[src/rtl/pms_pkg.sv]
package pms_pkg;
   typedef enum logic {
      CTRL_PWM = 1'b0,
      CTRL_RPM = 1'b1
   } ctrl_e;

   localparam logic [1:0] STRAP_ONE  = 2'b00;
   localparam logic [1:0] STRAP_GFX  = 2'b01;
   localparam logic [1:0] STRAP_TWO  = 2'b10;
   localparam logic [1:0] STRAP_THREE = 2'b11;

   // configured phase count from the strap pair
   function automatic int unsigned strap_count(input logic [1:0] s);
      case (s)
         STRAP_TWO:   return 2;
         STRAP_THREE: return 3;
         default:     return 1;
      endcase
   endfunction
endpackage

[src/rtl/pms_decide.sv]
module pms_decide
   import pms_pkg::*;
#(
   parameter int CNT_W = 2
) (
   input  logic [1:0]       strap_cfg,
   input  logic             pwr_state,
   input  logic             deep_sleep,
   input  logic             vid_busy,
   input  logic             ilim_hit,
   output logic [CNT_W-1:0] cnt_next,
   output ctrl_e            ctrl_next,
   output logic             dcm_next
);
   logic [CNT_W-1:0] full_cnt;

   assign full_cnt = CNT_W'(strap_count(strap_cfg));

   always_comb begin
      cnt_next  = full_cnt;
      ctrl_next = CTRL_PWM;
      dcm_next  = 1'b0;
      if (vid_busy) begin
         cnt_next = full_cnt;
      end else if (deep_sleep) begin
         cnt_next = CNT_W'(1);
         if (!ilim_hit) begin
            ctrl_next = CTRL_RPM;
            dcm_next  = 1'b1;
         end
      end else if (!pwr_state && !ilim_hit) begin
         cnt_next  = CNT_W'(1);
         ctrl_next = CTRL_RPM;
      end
   end
endmodule

[src/rtl/pms_rotor.sv]
module pms_rotor #(
   parameter int MAX_PH = 3,
   parameter int CNT_W  = $clog2(MAX_PH + 1),
   localparam int PTR_W = (MAX_PH > 1) ? $clog2(MAX_PH) : 1
) (
   input  logic              clk,
   input  logic              rst_n,
   input  logic              run_en,
   input  logic              tick,
   input  logic [CNT_W-1:0]  cnt_cur,
   input  logic [CNT_W-1:0]  cnt_next,
   output logic [MAX_PH-1:0] ph_clk_en
);
   logic [PTR_W-1:0] ptr_q;
   logic             fire;
   logic             at_last;

   assign fire    = run_en && tick;
   assign at_last = (CNT_W'(ptr_q) == cnt_cur - CNT_W'(1));

   always_ff @(posedge clk or negedge rst_n) begin
      if (!rst_n) begin
         ptr_q <= '0;
      end else if (!run_en || (cnt_next != cnt_cur)) begin
         ptr_q <= '0;
      end else if (tick) begin
         ptr_q <= at_last ? '0 : ptr_q + PTR_W'(1);
      end
   end

   for (genvar i = 0; i < MAX_PH; i++) begin : g_lane
      assign ph_clk_en[i] = fire && (ptr_q == PTR_W'(i));
   end


   ptr_range_chk: assert property (@(posedge clk) disable iff (!rst_n)
      CNT_W'(ptr_q) < cnt_cur);


   ptr_restart_chk: assert property (@(posedge clk) disable iff (!rst_n)
      (cnt_next != cnt_cur) |=> (ptr_q == '0));
endmodule

[src/rtl/phase_mode_sel.sv]
module phase_mode_sel
   import pms_pkg::*;
#(
   parameter int MAX_PH = 3,
   localparam int CNT_W = $clog2(MAX_PH + 1)
) (
   input  logic              clk,
   input  logic              rst_n,
   input  logic              run_en,
   input  logic [1:0]        strap_cfg,
   input  logic              pwr_state,
   input  logic              deep_sleep,
   input  logic              vid_busy,
   input  logic              ilim_hit,
   input  logic              tick,
   output logic [CNT_W-1:0]  act_phases,
   output logic              rpm_mode,
   output logic              dcm_en,
   output logic              ph3_drv_en,
   output logic [MAX_PH-1:0] ph_clk_en
);
   if (MAX_PH < 3) begin : g_bad_cfg
      $error("phase_mode_sel: MAX_PH must be at least 3");
   end

   logic [CNT_W-1:0] cnt_next, cnt_q;
   ctrl_e            ctrl_next, ctrl_q;
   logic             dcm_next, dcm_q, ph3_q;

   pms_decide #(.CNT_W(CNT_W)) u_decide (
      .strap_cfg (strap_cfg),
      .pwr_state (pwr_state),
      .deep_sleep(deep_sleep),
      .vid_busy  (vid_busy),
      .ilim_hit  (ilim_hit),
      .cnt_next  (cnt_next),
      .ctrl_next (ctrl_next),
      .dcm_next  (dcm_next)
   );

   always_ff @(posedge clk or negedge rst_n) begin
      if (!rst_n) begin
         cnt_q  <= CNT_W'(1);
         ctrl_q <= CTRL_PWM;
         dcm_q  <= 1'b0;
         ph3_q  <= 1'b0;
      end else begin
         cnt_q  <= cnt_next;
         ctrl_q <= ctrl_next;
         dcm_q  <= dcm_next;
         ph3_q  <= run_en && (cnt_next == CNT_W'(3));
      end
   end

   pms_rotor #(.MAX_PH(MAX_PH), .CNT_W(CNT_W)) u_rotor (
      .clk      (clk),
      .rst_n    (rst_n),
      .run_en   (run_en),
      .tick     (tick),
      .cnt_cur  (cnt_q),
      .cnt_next (cnt_next),
      .ph_clk_en(ph_clk_en)
   );

   assign act_phases = cnt_q;
   assign rpm_mode   = (ctrl_q == CTRL_RPM);
   assign dcm_en     = dcm_q;
   assign ph3_drv_en = ph3_q;


   dcm_needs_rpm_chk: assert property (@(posedge clk) disable iff (!rst_n)
      dcm_en |-> rpm_mode);


   rpm_single_chk: assert property (@(posedge clk) disable iff (!rst_n)
      rpm_mode |-> (act_phases == CNT_W'(1)));


   ph3_count_chk: assert property (@(posedge clk) disable iff (!rst_n)
      ph3_drv_en |-> (act_phases == CNT_W'(3)));


   vid_pwm_chk: assert property (@(posedge clk) disable iff (!rst_n)
      vid_busy |=> (!rpm_mode && !dcm_en));


   gfx_single_chk: assert property (@(posedge clk) disable iff (!rst_n)
      (strap_cfg == STRAP_GFX) |=> (act_phases == CNT_W'(1)));


   lane_onehot_chk: assert property (@(posedge clk) disable iff (!rst_n)
      $onehot0(ph_clk_en));


   no_tick_quiet_chk: assert property (@(posedge clk) disable iff (!rst_n)
      (!tick || !run_en) |-> (ph_clk_en == '0));
endmodule

[config.mk]
export PLATFORM = sky130hd
export DESIGN_NAME = phase_mode_sel
export DESIGN_NICKNAME = d
export VERILOG_FILES = /design/src/rtl/pms_pkg.sv /design/src/rtl/pms_decide.sv /design/src/rtl/pms_rotor.sv /design/src/rtl/phase_mode_sel.sv
export SDC_FILE = /design/constraint.sdc
export NUM_CORES = 1
export LEC_CHECK = 0
export BUFFER_PORTS_ARGS = -buffer_cell sky130_fd_sc_hd__buf_2
export CORE_MARGIN = 2
export CORE_UTILIZATION = 25
export CTS_CLUSTER_DIAMETER = 200
export DETAILED_ROUTE_END_ITERATION = 7
export SETUP_SLACK_MARGIN = 0.2
export SYNTH_ARGS = -nofsm -noshare
export SYNTH_HDL_FRONTEND = slang
export SYNTH_SLANG_ARGS = --single-unit
[constraint.sdc]
create_clock -name clk -period 3.95 [get_ports clk]
set_input_delay 0.79 -clock clk [delete_from_list [all_inputs] [get_ports clk]]
set_output_delay 0.79 -clock clk [all_outputs]
set_load 0.05 [all_outputs]
Yosys cells after proc, flatten, opt, wreduce, memory -nomap -nowiden
Cells that the tools add are included.
- add/subtract/negate cells: 2
- equal/unequal tests: 7
- mux-type cells: 13
- reductions and logical operators: 12
- operators with widths (cell ; number):
    two-way mux 2 bit ; 6
    equality test 2 bit, second input constant ; 4
    logical AND 1 bit ; 6
    two-way mux 1 bit ; 6
    case mux 2 bit (2 select lines) ; 1
    zero test 1 bit ; 3
    adder 2 x 1 -> 2 bit, second input constant ; 1
    equality test 2 x 1 -> 1 bit, second input constant ; 1
    equality test 2 bit ; 1
    zero test 2 bit ; 1
    inequality test 2 bit ; 1
    nonzero test 2 bit ; 1
    subtractor 2 x 1 -> 2 bit, second input constant ; 1
    logical OR 1 bit ; 1
- bits in registers: 7
- bits of input ports: 10
- output and inout port bits: 8
- logic and storage cells: 39

Depth between registers and ports, before layout
- depth in word-level cells: 8
- gate-level depth with buffers: 4
- gate-level depth less buffers: 4

Hierarchy
From an unflattened synthesis, not the netlist that was laid out.
- cell total of the unflattened synthesis: 39
- area total of the unflattened synthesis: 412.9 µm²
- by module, submodules not included (module ; times used ; cells each ; area an instance (µm²) ; sequential area each (µm²)):
    pms_rotor ; 1 ; 26 ; 236.5 ; 50.0
    phase_mode_sel ; 1 ; 6 ; 132.6 ; 126.4
    pms_decide ; 1 ; 7 ; 43.8 ; 0.0

Worst setup path before layout
Ideal clock, no wire load.
- kind: input to output
- start point: input tick
- end point: output ph_clk_en[0]
- data arrival time: 1.239 ns
- required time: 3.160 ns
- path slack: 1.921 ns
- stages on the path: 1
- path buffers: 0
- cells stage by stage: and3_1
- longest elaborated chain between the ends: 2
- ends and longest elaborated chain (element ; RTL line ; RTL):
    start: declaration ; phase_mode_sel.sv:15 ; input logic tick,
    logical AND 1 bit ; pms_rotor.sv:18 ; assign fire = run_en && tick;
    logical AND 1 bit ; pms_rotor.sv:32 ; assign ph_clk_en[i] = fire && (ptr_q == PTR_W'(i));
    end: declaration ; phase_mode_sel.sv:20 ; output logic [MAX_PH-1:0] ph_clk_en
Every way passes these cells.

Final worst setup path
- start point: register u_rotor.ptr_q[0]
- end point: output ph_clk_en[2]
- longest elaborated chain between the ends: 2
- ends and longest elaborated chain (element ; RTL line ; RTL):
    start: declaration ; pms_rotor.sv:14 ; logic [PTR_W-1:0] ptr_q;
    start signal: assignment ; pms_rotor.sv:27 ; ptr_q <= at_last ? '0 : ptr_q + PTR_W'(1);
    equality test 2 bit ; pms_rotor.sv:32 ;
    logical AND 1 bit ; pms_rotor.sv:32 ;
Every way passes these cells.

==> run metrics <==
antenna violations before repair=0; met1 Resource Use GR=between 10 and 15%; TritonCTS clock tree=yes; critical-path cell list=inv_1 > ha_1 > and3_1 > buf_2; vias=roughly 380; CP Capture Type=primary output; initial core utilization=between 20% and 30%; FILL cells=182; largest net degree at the start of global routing=8; worst path required time=3.16 ns; Row Count=15; CP peak stage delay=~0.43 ns; maximum VDD drop=between 0.1 and 0.15 mV; Pwr per Cell Area=around 320 nW/µm²; top-level I/O count=18; initial DRC count=1; Worst setup SP type=flop; cell count after synthesis=45; GRT Total Usage=a little under a tenth; CTS Sinks=7; Layout Cell Area excl Fill=roughly 570 µm²; sw frac=~30%; Die W=between 40 and 50 µm; layout cell share with drive strength beyond 1=roughly 36%; Synth Cell Area=about 440 µm²; DR pass1 iterations=2; maximum root-to-sink buffer count=2; critical path peak fanout=6; vias per std cell=about 4.6; Die H=roughly 46 µm; maximum clock rate=467 MHz; slowest cell on the critical path=dfrtp_1; Final GP Congestion=~0.75; met3 Usage GRT=between 3 and 4%; fin. max-slew vios=0; clock share of power=34.8%; Final TNS setup=0 ns; Post-CTS Setup Bufs=0; Cell variety after synth=23; final setup vio count=0; cts hold-fix bufs=0; max-cap violations=0; vias in the first global route=about 330; Worst EP arrival=1.35 ns; post-DR wirelength/cell=approximately 9.9 µm; Hold WC Path Type=primary input to async pin; die area=~2100 µm²; flops & latches, synth=7; first-pass GRT wire length=roughly 1300 µm; Final #Nets=80; ANT nets after route=0; Pint=approximately 0.13 mW; cts bufs inserted=3; busiest grt layer=met2; drt total wl=~820 µm; met2 Track Usage GR=roughly 14%; Switch Pwr=roughly 0.056 mW; root buf cell=clkbuf_4; Slew HR=80.7%; placed wire-length estimate=around 660 µm; Crit path max-delay family=flip-flops; Setup CP Type=flop to primary output; total grt overflow=0; Port Buffers=17; Combinational Power Share=between 20 and 25%; setup repair after global routing missed its margin=no; status=finished, final reports clean; Seq/Total Area, Yosys=approximately two fifths; Worst-Margin Slew=~0.29 ns; Reg power frac=around 43%; Core ar.=1690 µm²; clk_skew=approximately 0.000096 ns; H-tree levels=1; PostCTS Resize Cnt=0; post-place instance area=543 µm²; worst-skew pair later-pin latency=0.25 ns; Ant. Diodes=0; Area Growth Syn to Fin=30.4%; CTS clock-pin slew for the worst setup and hold paths=0.05 ns; YS warnings=0; leakage power=between 0.2 and 0.3 nW; Bufs and invs on worst path=2; final hold vios=0; Synth Area per Inst=9.70 µm²; syn_nets=58; fin crit period=2.14 ns; DRC=0; crit share post-route=a little over half; R2R Setup Slk=between 2 and 2.5 ns
## power groups by stage
stage	Clock (mW)	Sequential [mW]	Combinational [mW]
final	0.0639	0.0787	0.0409
after global routing	0.0712	0.0793	0.0446
after CTS	0.0677	0.0787	0.0412
after detailed placement	0	0.0800	0.0410
after global placement	0	0.0799	0.0407
after floorplan	0	0.0883	0.0186
## cells in the final DEF, fill, tap and decap left out, drive strengths merged, types with 2 or more instances in the layout
cell,n
nor2,2
nor2b,2
dfrtp,6
a21oi,3
a211oi,3
clkbuf,4
o21ai,2
and3,4
inv,7
ha,3
buf,17
## cells by family (layout without fill, tap and decap cells)
logic type	after synthesis	in the layout	synth area share, %
buffers and inverters	8	29	6.88
xor gates and xnor gates	1	1	2.01
and+or+nand+nor	13	13	17.5
AOI/OAI and AO/OA	12	12	22.3
DFF	7	7	40.4
adders and majority gates	3	3	8.60
muxes	1	1	2.29
## cell type report
type	count	area, µm²	share of cell area, %
clock buffer	4	26.3	4.62
tap	17	21.3	3.74
multi-input combinational	30	230	40.4
sequential	7	176	31.0
timing repair buffer	17	85.1	14.9
inverter	8	30.0	5.27
## synthesized netlist by cell type
master	number	area [µm²]
o21ai_0	2	10.0
and2b_1	1	7.51
a211oi_2	1	12.5
o21bai_1	1	7.51
nor2b_1	2	12.5
nor3b_1	1	7.51
dfstp_2	1	26.3
a21oi_1	3	15.0
a2111oi_2	1	15.0
nor3_1	1	5.00
a221oi_2	1	15.0
and3_1	4	25.0
xnor2_1	1	8.76
nand3_1	1	5.00
clkinv_1	1	3.75
ha_1	3	37.5
mux2i_1	1	10.0
inv_1	7	26.3
nor2_1	2	7.51
nand2b_1	1	6.26
a211oi_1	2	15.0
a21o_1	1	7.51
dfrtp_1	6	150
## final timing paths
check | cells past startpoint | from | to
worst max register to register | 4 | act_phases[0] | u_rotor.ptr_q[1]
worst min register to register | 2 | u_rotor.ptr_q[1] | u_rotor.ptr_q[1]
worst max-delay path | 4 | u_rotor.ptr_q[0] | ph_clk_en[2]
min in group clk | 2 | u_rotor.ptr_q[1] | u_rotor.ptr_q[1]
worst min-delay path | 1 | rst_n | u_rotor.ptr_q[0]
max in group asynchronous | 1 | rst_n | act_phases[0]
## flip-flops by register name, indices dropped and copies added, names as in the netlist
| signal | flops |
|---|---|
| rpm_mode | 1 |
| dcm_en | 1 |
| u_rotor.ptr_q | 2 |
| act_phases | 2 |
| ph3_drv_en | 1 |
## routing by layer
layer / share of wire, % / vias to the layer above
li1: - / 198
met1: 50 / 164
met2: 42 / 17
met3: 8.6 / 0
met4: 0 / 0
met5: 0 / -
## stage by stage
stage | util [%] | instances | worst slack [ns] | power, mW | hold slack (ns)
after global routing | 33.7 | 83 | 1.74 | 0.195 | 0.361
final | 33.7 | 83 | 1.81 | 0.184 | 0.365
after floorplan | - | 45 | 1.92 | 0.107 | 0.494
after global placement | 32.1 | 79 | 1.83 | 0.121 | 0.628
after CTS | 33.7 | 83 | 1.79 | 0.188 | 0.356
after detailed placement | 32.1 | 79 | 1.82 | 0.121 | 0.627
No activity file was read; power rests on OpenSTA's default activity.
